### src/rtl/tri_timer_pkg.sv
package tri_timer_pkg;

    // events and control fields per timer
    localparam int EVT_PER_TMR = 3;
    // each timer owns a 16-byte window of four words
    localparam int SLOT_SHIFT  = 4;

    typedef enum logic [1:0] {
        SLOT_COUNT  = 2'd0,
        SLOT_RELOAD = 2'd1,
        SLOT_CMP1   = 2'd2,
        SLOT_CMP2   = 2'd3
    } slot_e;

    // bit 0 compare-1, bit 1 compare-2, bit 2 wrap
    typedef struct packed {
        logic wrap;
        logic hit2;
        logic hit1;
    } tmr_evt_t;

    // bit 0 run, bit 1 external tick select, bit 2 interrupt enable
    typedef struct packed {
        logic irq_en;
        logic ext_sel;
        logic run;
    } tmr_ctl_t;

    function automatic logic [EVT_PER_TMR-1:0] spread(input logic b);
        return {EVT_PER_TMR{b}};
    endfunction

endpackage

### src/rtl/tri_timer_tick.sv
module tri_timer_tick #(
    parameter int SYNC_STAGES = 2
) (
    input  logic clk,
    input  logic rst,
    input  logic ext_tick,
    output logic tick_pulse
);
    logic [SYNC_STAGES:0] sh_q;

    always_ff @(posedge clk) begin
        if (rst) sh_q <= '0;
        else     sh_q <= {sh_q[SYNC_STAGES-1:0], ext_tick};
    end

    assign tick_pulse = sh_q[SYNC_STAGES-1] & ~sh_q[SYNC_STAGES];

    AST_TICK_SINGLE: assert property (@(posedge clk) disable iff (rst)
        tick_pulse |=> !tick_pulse) else $error("tick pulse longer than one cycle");

endmodule

### src/rtl/tri_timer_cnt.sv
module tri_timer_cnt import tri_timer_pkg::*; #(
    parameter int CNT_W = 32
) (
    input  logic             clk,
    input  logic             rst,
    input  logic             advance,
    input  logic             count_up,
    input  logic [3:0]       wr_slot,
    input  logic [CNT_W-1:0] wdata,
    output logic [CNT_W-1:0] count,
    output logic [CNT_W-1:0] reload,
    output logic [CNT_W-1:0] cmp1,
    output logic [CNT_W-1:0] cmp2,
    output tmr_evt_t         evt
);
    localparam int IX_CNT = int'(SLOT_COUNT);
    localparam int IX_RLD = int'(SLOT_RELOAD);
    localparam int IX_C1  = int'(SLOT_CMP1);
    localparam int IX_C2  = int'(SLOT_CMP2);

    logic [CNT_W-1:0] cnt_q, rld_q, c1_q, c2_q, cnt_nx;
    logic             at_end, step;

    always_comb begin
        at_end = count_up ? (cnt_q == '1) : (cnt_q == '0);
        if (at_end)        cnt_nx = rld_q;
        else if (count_up) cnt_nx = cnt_q + 1'b1;
        else               cnt_nx = cnt_q - 1'b1;
        step     = advance && !wr_slot[IX_CNT];
        evt.hit1 = step && (cnt_nx == c1_q);
        evt.hit2 = step && (cnt_nx == c2_q);
        evt.wrap = step && at_end;
    end

    always_ff @(posedge clk) begin
        if (rst) begin
            cnt_q <= '0;
            rld_q <= '0;
            c1_q  <= '0;
            c2_q  <= '0;
        end else begin
            if (wr_slot[IX_CNT])  cnt_q <= wdata;
            else if (advance)     cnt_q <= cnt_nx;
            if (wr_slot[IX_RLD])  rld_q <= wdata;
            if (wr_slot[IX_C1])   c1_q  <= wdata;
            if (wr_slot[IX_C2])   c2_q  <= wdata;
        end
    end

    assign count  = cnt_q;
    assign reload = rld_q;
    assign cmp1   = c1_q;
    assign cmp2   = c2_q;

    AST_UP_STEP: assert property (@(posedge clk) disable iff (rst)
        (advance && count_up && !wr_slot[IX_CNT] && cnt_q != '1)
        |=> cnt_q == $past(cnt_q) + 1'b1) else $error("up step wrong");

    AST_DOWN_STEP: assert property (@(posedge clk) disable iff (rst)
        (advance && !count_up && !wr_slot[IX_CNT] && cnt_q != '0)
        |=> cnt_q == $past(cnt_q) - 1'b1) else $error("down step wrong");

    AST_WRAP_RELOAD: assert property (@(posedge clk) disable iff (rst)
        (advance && !wr_slot[IX_CNT] && !wr_slot[IX_RLD] &&
         ((count_up && cnt_q == '1) || (!count_up && cnt_q == '0)))
        |=> cnt_q == $past(rld_q)) else $error("wrap did not reload");

    AST_FROZEN: assert property (@(posedge clk) disable iff (rst)
        (!advance && !wr_slot[IX_CNT]) |=> $stable(cnt_q)) else $error("idle counter moved");

endmodule

### src/rtl/tri_timer_irq.sv
module tri_timer_irq import tri_timer_pkg::*; #(
    parameter int NUM_TMR = 3
) (
    input  logic                       clk,
    input  logic                       rst,
    input  logic                       wr_stat,
    input  logic                       wr_mask,
    input  logic [EVT_PER_TMR*NUM_TMR-1:0] wdata,
    input  logic [EVT_PER_TMR*NUM_TMR-1:0] evt_in,
    input  logic [NUM_TMR-1:0]         irq_en,
    output logic [EVT_PER_TMR*NUM_TMR-1:0] status,
    output logic [EVT_PER_TMR*NUM_TMR-1:0] mask,
    output logic                       irq
);
    localparam int SW = EVT_PER_TMR * NUM_TMR;

    logic [SW-1:0] stat_q, mask_q, en_vec, clr;

    for (genvar n = 0; n < NUM_TMR; n++) begin : g_en
        assign en_vec[EVT_PER_TMR*n +: EVT_PER_TMR] = spread(irq_en[n]);
    end

    assign clr = wr_stat ? wdata : '0;

    always_ff @(posedge clk) begin
        if (rst) begin
            stat_q <= '0;
            mask_q <= '1;
        end else begin
            stat_q <= (stat_q & ~clr) | evt_in;
            if (wr_mask) mask_q <= wdata;
        end
    end

    assign status = stat_q;
    assign mask   = mask_q;
    assign irq    = |(stat_q & ~mask_q & en_vec);

    AST_EVT_SETS: assert property (@(posedge clk) disable iff (rst)
        (evt_in != '0) |=> ((stat_q & $past(evt_in)) == $past(evt_in))) else $error("event lost");

    AST_W1C: assert property (@(posedge clk) disable iff (rst)
        wr_stat |=> ((stat_q & $past(wdata & ~evt_in)) == '0)) else $error("clear ignored");

    AST_STAT_HOLD: assert property (@(posedge clk) disable iff (rst)
        (!wr_stat && evt_in == '0) |=> $stable(stat_q)) else $error("status changed alone");

    AST_IRQ_NEEDS_PENDING: assert property (@(posedge clk) disable iff (rst)
        irq |-> (stat_q != '0)) else $error("irq without pending event");

endmodule

### src/rtl/tri_timer.sv
module tri_timer import tri_timer_pkg::*; #(
    parameter int NUM_TMR = 3,
    parameter int CNT_W   = 32,
    parameter int ADDR_W  = 8
) (
    input  logic              clk,
    input  logic              rst,
    input  logic              ext_tick,
    input  logic              bus_wr,
    input  logic [ADDR_W-1:0] bus_addr,
    input  logic [CNT_W-1:0]  bus_wdata,
    output logic [CNT_W-1:0]  bus_rdata,
    output logic              irq
);
    localparam int SW    = EVT_PER_TMR * NUM_TMR;
    localparam int CTL_W = (EVT_PER_TMR + 1) * NUM_TMR;
    localparam int IDX_W = ADDR_W - SLOT_SHIFT;
    localparam logic [ADDR_W-1:0] A_CTRL = ADDR_W'(NUM_TMR << SLOT_SHIFT);
    localparam logic [ADDR_W-1:0] A_STAT = A_CTRL + ADDR_W'(4);
    localparam logic [ADDR_W-1:0] A_MASK = A_CTRL + ADDR_W'(8);

    logic             aligned, tick_pulse;
    logic [IDX_W-1:0] slot_idx;
    slot_e            slot_sel;
    logic [CTL_W-1:0] ctl_q;
    logic [SW-1:0]    evt_all, stat_v, mask_v;
    logic [NUM_TMR-1:0] ie_v;
    logic [CNT_W-1:0] cnt_a [NUM_TMR];
    logic [CNT_W-1:0] rld_a [NUM_TMR];
    logic [CNT_W-1:0] c1_a  [NUM_TMR];
    logic [CNT_W-1:0] c2_a  [NUM_TMR];

    assign aligned  = (bus_addr[1:0] == 2'b00);
    assign slot_idx = bus_addr[ADDR_W-1:SLOT_SHIFT];
    assign slot_sel = slot_e'(bus_addr[SLOT_SHIFT-1:2]);

    always_ff @(posedge clk) begin
        if (rst)                                      ctl_q <= '0;
        else if (bus_wr && aligned && bus_addr == A_CTRL) ctl_q <= bus_wdata[CTL_W-1:0];
    end

    tri_timer_tick #(.SYNC_STAGES(2)) u_tick (
        .clk        (clk),
        .rst        (rst),
        .ext_tick   (ext_tick),
        .tick_pulse (tick_pulse)
    );

    for (genvar n = 0; n < NUM_TMR; n++) begin : g_tmr
        logic [3:0] wr_n;
        tmr_ctl_t   ctl_n;
        tmr_evt_t   evt_n;
        logic       up_n, adv_n;

        assign ctl_n = ctl_q[EVT_PER_TMR*n +: EVT_PER_TMR];
        assign up_n  = ctl_q[EVT_PER_TMR*NUM_TMR + n];
        assign adv_n = ctl_n.run && (ctl_n.ext_sel ? tick_pulse : 1'b1);

        always_comb begin
            wr_n = '0;
            if (bus_wr && aligned && slot_idx == IDX_W'(n)) wr_n[slot_sel] = 1'b1;
        end

        tri_timer_cnt #(.CNT_W(CNT_W)) u_cnt (
            .clk      (clk),
            .rst      (rst),
            .advance  (adv_n),
            .count_up (up_n),
            .wr_slot  (wr_n),
            .wdata    (bus_wdata),
            .count    (cnt_a[n]),
            .reload   (rld_a[n]),
            .cmp1     (c1_a[n]),
            .cmp2     (c2_a[n]),
            .evt      (evt_n)
        );

        assign evt_all[EVT_PER_TMR*n +: EVT_PER_TMR] = evt_n;
        assign ie_v[n] = ctl_n.irq_en;
    end

    tri_timer_irq #(.NUM_TMR(NUM_TMR)) u_irq (
        .clk     (clk),
        .rst     (rst),
        .wr_stat (bus_wr && aligned && bus_addr == A_STAT),
        .wr_mask (bus_wr && aligned && bus_addr == A_MASK),
        .wdata   (bus_wdata[SW-1:0]),
        .evt_in  (evt_all),
        .irq_en  (ie_v),
        .status  (stat_v),
        .mask    (mask_v),
        .irq     (irq)
    );

    always_comb begin
        bus_rdata = '0;
        if (aligned) begin
            if (bus_addr == A_CTRL)      bus_rdata = CNT_W'(ctl_q);
            else if (bus_addr == A_STAT) bus_rdata = CNT_W'(stat_v);
            else if (bus_addr == A_MASK) bus_rdata = CNT_W'(mask_v);
            else begin
                for (int n = 0; n < NUM_TMR; n++) begin
                    if (slot_idx == IDX_W'(n)) begin
                        case (slot_sel)
                            SLOT_COUNT:  bus_rdata = cnt_a[n];
                            SLOT_RELOAD: bus_rdata = rld_a[n];
                            SLOT_CMP1:   bus_rdata = c1_a[n];
                            default:     bus_rdata = c2_a[n];
                        endcase
                    end
                end
            end
        end
    end

endmodule

### config.mk
export PLATFORM = sky130hd
export DESIGN_NAME = tri_timer
export DESIGN_NICKNAME = d
export VERILOG_FILES = /design/src/rtl/tri_timer_pkg.sv /design/src/rtl/tri_timer_tick.sv /design/src/rtl/tri_timer_cnt.sv /design/src/rtl/tri_timer_irq.sv /design/src/rtl/tri_timer.sv
export SDC_FILE = /design/constraint.sdc
export NUM_CORES = 2
export LEC_CHECK = 0
export BUFFER_PORTS_ARGS = -buffer_cell sky130_fd_sc_hd__buf_4
export CAP_MARGIN = 30
export CELL_PAD_IN_SITES_DETAIL_PLACEMENT = 0
export CELL_PAD_IN_SITES_GLOBAL_PLACEMENT = 1
export CORE_ASPECT_RATIO = 0.9
export CORE_MARGIN = 10
export CORE_UTILIZATION = 48
export CTS_CLUSTER_SIZE = 10
export DETAILED_ROUTE_END_ITERATION = 8
export PLACE_DENSITY_LB_ADDON = 0.1
export SYNTH_ARGS = -nofsm -noshare
export SYNTH_HDL_FRONTEND = slang
export SYNTH_SLANG_ARGS = --single-unit
### constraint.sdc
create_clock -name clk -period 4.3 [get_ports clk]
set_clock_uncertainty 0.05 [all_clocks]
set_input_delay 0.86 -clock clk [delete_from_list [all_inputs] [get_ports clk]]
set_output_delay 0.86 -clock clk [all_outputs]
set_load 0.02 [all_outputs]
Yosys cells after proc, flatten, opt, wreduce, memory -nomap -nowiden --
Index checks and enable logic that the tools add are counted.
Storage, ports and cells: output and inout bits 33, flip-flop bits (word level) 417, word-level logic and storage cells 118
Cells by class: bitwise logic cells 8, equal/unequal tests 16, mux-type cells 34, $add $sub $neg 6, magnitude comparators 2, reduce and logical (&&, ||, !) cells 36
Operator list (number):
- two-way mux 32 bit | 19
- one-hot mux 32 bit (3 select lines) | 3
- == test 32 bit | 6
- adder 32 x 1 -> 32 bit, second input constant | 3
- == test 32 bit, second input constant | 3
- zero test 32 bit | 3
- subtractor 32 x 1 -> 32 bit, second input constant | 3
- bitwise AND 9 bit | 3
- == test 8 x 6 -> 1 bit, second input constant | 3
- logical AND 1 bit | 23
- NOT 9 bit | 2
- two-way mux 4 bit | 3
- two-way mux 9 bit | 1
- bitwise OR 9 bit | 1
- OR reduction 9 bit | 1
- two-way mux 1 bit | 7
- nonzero test 2 bit | 3
- == test 4 x 1 -> 1 bit, second input constant | 1
- == test 4 x 2 -> 1 bit, second input constant | 1
- zero test 2 bit | 2
- zero test 4 bit | 1
- zero test 1 bit | 3
- less-than comparator 2 x 3 -> 1 bit, second input constant | 1
- demux 1 bit (select 2 bit) | 1
- 5 further kinds | 5

Depth between registers and ports, before layout --
depth in word-level cells 9, mapped depth 14, depth with buffers taken out 12

Modules after synthesis --
A second synthesis with hierarchy kept.
Unflattened totals: cell total of the unflattened synthesis 4172, area total of the unflattened synthesis 33784.9 µm²
Modules (own cells, without submodules):
- tri_timer_cnt | cells an instance 1231, instances 3, area each 9608.0 µm²
- tri_timer | cells an instance 392, instances 1, area each 4150.2 µm²
- tri_timer_irq | cells an instance 80, instances 1, area each 723.2 µm²
- tri_timer_tick | cells an instance 7, instances 1, area each 87.6 µm²

Least setup slack after synthesis --
OpenSTA, ideal clock, no wires.
path type in2out, start point in bus_addr[3], end point out bus_rdata[0], data required time 3390 ps, setup slack 321 ps, arrival 3069 ps, buffers on the path 4, stages on the path 7, cells stage by stage clkbuf_1 buf_1 clkbuf_1 buf_1 mux4_2 a22oi_1 a31oi_1
On the way: word-level cells in the longest chain between the ends 9, elaborated cells on any way between the ends 16, those cells by class eq/ne (5); mux (10); reduce/logical (1)
RTL lines:
- from (decl) | RTL line tri_timer.sv:10 | input logic [ADDR_W-1:0] bus_addr,
- == test 2 bit (tied with other cells) | RTL line tri_timer.sv:104 | case (slot_sel)
- one-hot mux 32 bit (3 select lines) | RTL line tri_timer.sv:104
- two-way mux 32 bit (3 in a row) | RTL line tri_timer.sv:103 | if (slot_idx == IDX_W'(n)) begin
- two-way mux 32 bit | RTL line tri_timer.sv:100 | else if (bus_addr == A_MASK) bus_rdata = CNT_W'(mask_v);
- two-way mux 32 bit | RTL line tri_timer.sv:99 | else if (bus_addr == A_STAT) bus_rdata = CNT_W'(stat_v);
- two-way mux 32 bit * | RTL line tri_timer.sv:98 | if (bus_addr == A_CTRL) bus_rdata = CNT_W'(ctl_q);
- two-way mux 32 bit * | RTL line tri_timer.sv:97 | if (aligned) begin
- to (decl) | RTL line tri_timer.sv:12 | output logic [CNT_W-1:0] bus_rdata,
Every way passes the cells marked *; elsewhere a longest branch is shown, timed or not.

Worst setup path after layout --
start point reg ctl_q[9], end point reg u_irq.stat_q[0], in the netlist u_irq.status[0]
On the way: word-level cells in the longest chain between the ends 5, elaborated cells on any way between the ends 6, those cells by class eq/ne (1); mux (3); bitwise (1); reduce/logical (1)
RTL lines:
- from (decl) | RTL line tri_timer.sv:25 | logic [CTL_W-1:0] ctl_q;
- from (signal assigned) | RTL line tri_timer.sv:39 | else if (bus_wr && aligned && bus_addr == A_CTRL) ctl_q <= bus_wdata[CTL_W-1:0];
- two-way mux 32 bit / two-way mux 1 bit (equally long branches) | RTL line tri_timer_cnt.sv:27, tri_timer_cnt.sv:25
- two-way mux 32 bit * | RTL line tri_timer_cnt.sv:26 | if (at_end) cnt_nx = rld_q;
- == test 32 bit * | RTL line tri_timer_cnt.sv:30 | evt.hit1 = step && (cnt_nx == c1_q);
- logical AND 1 bit * | RTL line tri_timer_cnt.sv:30
- bitwise OR 9 bit * | RTL line tri_timer_irq.sv:30 | stat_q <= (stat_q & ~clr) | evt_in;
- to (signal assigned) | RTL line tri_timer_irq.sv:30
- to (decl) | RTL line tri_timer_irq.sv:17 | logic [SW-1:0] stat_q, mask_q, en_vec, clr;
Marked as above. A chain may end at the register's enable or synchronous reset.

==> impl_metrics.tcl <==
set metrics [dict create \
    outcome "finished clean" \
    maxCapViolCount 0 \
    clock-root-buffer "clkbuf_16" \
    setup_viol 0 \
    syn_nets 4452 \
    r2r_slack_ns 0.09 \
    finalWeightedCongestion 1.097 \
    max_freq_mhz 237.5 \
    clk_pin_slew_ns 0.06 \
    drc 0 \
    grt_first_pass_wirelength_mm 226.9 \
    rsz0062_at_grt "no" \
    nets 4542 \
    grtUsageTotal 0.3873 \
    worstHoldStart "u_tick.sh_q[0]" \
    r2r-end "u_irq.status[0]" \
    tightest_slew_ns 1.055 \
    cts_buffers 50 \
    drtIter0Drc 5328 \
    final_max_slew_viol_count 0 \
    postCtsHoldBufs 0 \
    synthFlopType "dfxtp_1" \
    p_leak_uw 0.01372 \
    hold_class "reg -> reg" \
    detail-route-antenna-nets 0 \
    fp.dieH_um 266.1 \
    wire_per_inst_um 29.63 \
    synth_area_um2 32290 \
    ios 77 \
    fin_crit_ns 4.210 \
    clk_path_buf_depth 3 \
    dr.pass1.iters 7 \
    avgSynthCellArea_um2 7.484 \
    final.setup.tns_ns 0 \
    die_area_um2 78070 \
    ys.warnings.count 0 \
    grt_max_degree 204 \
    cp-start-kind "flop" \
    ir_drop_mv 0.2937 \
    endpoint_kind "flop" \
    antenna_found_initial 4 \
    arrival_ns 4.70 \
    start_util 0.4828 \
    overflow 0 \
    rows 90 \
    chipWidth_um 293.4 \
    portBuffers 76 \
    htreeDepth 2 \
    synthCells 4315 \
    vias 35630 \
    rr_startpoint "ctl_q[9]" \
    routed_wl_mm 157.0 \
    synth_cell_types 91 \
    drive_gt1_frac 0.1359 \
    clkSinkCount 417 \
    worstRegToRegCells 13 \
    holdPathStages 1 \
    max_slew_margin 0.2894 \
    grt_pass1_vias 32300 \
    synth-async-reset-ratio 0 \
    clkLatencyLatePin_ns 0.65 \
    cts_tree "done" \
    path_class "reg -> reg" \
    ys_seq_area_frac 0.2585 \
    area_growth_pct 13.45 \
    hpwl_mm 120.6 \
    synth_edf_count 0 \
    finalCritPeriodShare 0.9790 \
    hold_viol_final 0 \
    coreArea_um2 66890 \
    hold_end "u_tick.sh_q[1]" \
    p_per_area_nw_per_um2 245.3 \
    synth_top_area_cell "dfxtp_1" \
    viasPerCell 6.726 \
    synth_top_area_share 0.2585 \
    synth.ff_latch_count 417 \
    final_core_utilization 0.5477 \
    netlist_top_cells_area "dfxtp_1, nand2_1, a21oi_1" \
    critPathMaxFanout 13 \
    worst_ep_required_time_ns 4.79 \
]
[synthesized netlist by cell type (31+ instances only)]
cell and count:
and2_1 31, mux4_2 96, a21oi_1 563, ha_1 90
a211oi_1 66, nand4_1 95, a22oi_1 63, a31oi_1 36
xnor2_1 174, dfxtp_1 417, nor3_1 78, nand2_1 907
xor2_1 107, nor4_1 65, mux2i_1 34, buf_1 31
clkbuf_1 284, a21o_1 35, inv_1 98, nand3_1 75
o21ai_0 110, nor2b_1 31, nor2_1 231, o211ai_1 115
[placed cells by master, fill, tap and decap left out, drive strengths merged, types with 32 or more instances in the layout]
master  count
a211oi     68
a21o       35
a21oi     563
a22oi      63
a31oi      36
and2       32
buf       366
clkbuf     60
dfxtp     417
ha         90
inv       100
mux2i      34
mux4       96
nand2     908
nand3      75
nand4      96
nor2      231
nor3       79
nor4       67
o211ai    115
o21ai     117
xnor2     174
xor2      107
[state kept, by name (all words and copies together) (netlist names)]
signal	flops
ctl_q	12
g_tmr.u_cnt.cmp1	96
g_tmr.u_cnt.cmp2	96
g_tmr.u_cnt.count	96
g_tmr.u_cnt.reload	96
u_irq.mask	9
u_irq.status	9
u_tick.sh_q	3
[per-layer routing]
metal  GRT usage  part of all wire  vias to the layer above
li1            -                 -                    15890
met1      0.5458              0.42                    17030
met2      0.5425              0.40                     2366
met3      0.1153              0.14                      341
met4      0.1532             0.045                        2
met5           0          0.000070                        -
[report_power, final]
group          leakage [uW]  switching (uW)  internal, uW
Clock              0.000716            1800          2270
Sequential          0.00336            11.7          3870
Combinational       0.00965             695           344
[repair_timing]
action | 4_1_cts | 5_1_grt
setup endpoints to repair | 0 | 5
gates resized for setup | 0 | 18
buffers inserted | 0 | 1
[stage by stage]
step,cell area (um2),setup WS [ns],total power [uW],hold slack (ns),instances
CTS,36550,0.07322,8953,0.3783,5295
finish,36640,0.09026,8989,0.3884,5298
detailed placement,35090,0.1404,4958,0.3781,5226
floorplan,32290,0.3205,4536,0.3638,4315
global route,36630,0.0009401,9154,0.4087,5296
global placement,35070,0.09819,4963,0.3671,5224
[cells by family (layout without fill, tap and decap cells)]
group           Yosys count  after routing  synth area share
flops                   417            417            0.2585
xor+xnor                298            298           0.08818
mux                     134            134           0.07888
other cells               0              2                 0
fa+ha+maj                93             93           0.03673
simple gates           1671           1671            0.2352
compound gates         1276           1276            0.2521
buf+inv                 426            533           0.05040
[worst max-delay path, stage by stage, from the launching register on]
cell and delay, ns:
dfxtp_1 0.34, inv_1 0.11, buf_4 0.23, ha_1 0.47, nand2_1 0.14, o21ai_0 0.55
o32ai_1 0.17, a211oi_1 0.53, nand3_1 0.28, xor2_1 0.21, nand4_1 0.12, o41ai_1 0.51
nand4_1 0.18, o31ai_1 0.23
[worst max path at each step]
stage / startpoint / to / cells after the start
5_1_grt: ctl_q[9] / u_irq.status[0] / 13
4_1_cts: ctl_q[11] / u_irq.status[6] / 15
6_report: ctl_q[9] / u_irq.status[0] / 13
2_1_floorplan: bus_addr[3] / bus_rdata[0] / 7
3_3_place_gp: ctl_q[11] / u_irq.status[6] / 15
3_5_place_dp: ctl_q[11] / u_irq.status[6] / 15
[layout make-up]
| cell class | instances | area [um2] |
|---|---|---|
| clock inverters | 9 | 138.9 |
| diodes | 2 | 5.005 |
| well taps | 874 | 1094 |
| inverters | 98 | 367.9 |
| repair buffers | 366 | 2898 |
| flip-flops and latches | 417 | 8348 |
| clock buffers | 60 | 1319 |
| fillers | 6558 | 30250 |
| multi-input cells | 3472 | 22470 |
No activity file was read; power rests on OpenSTA's default activity.
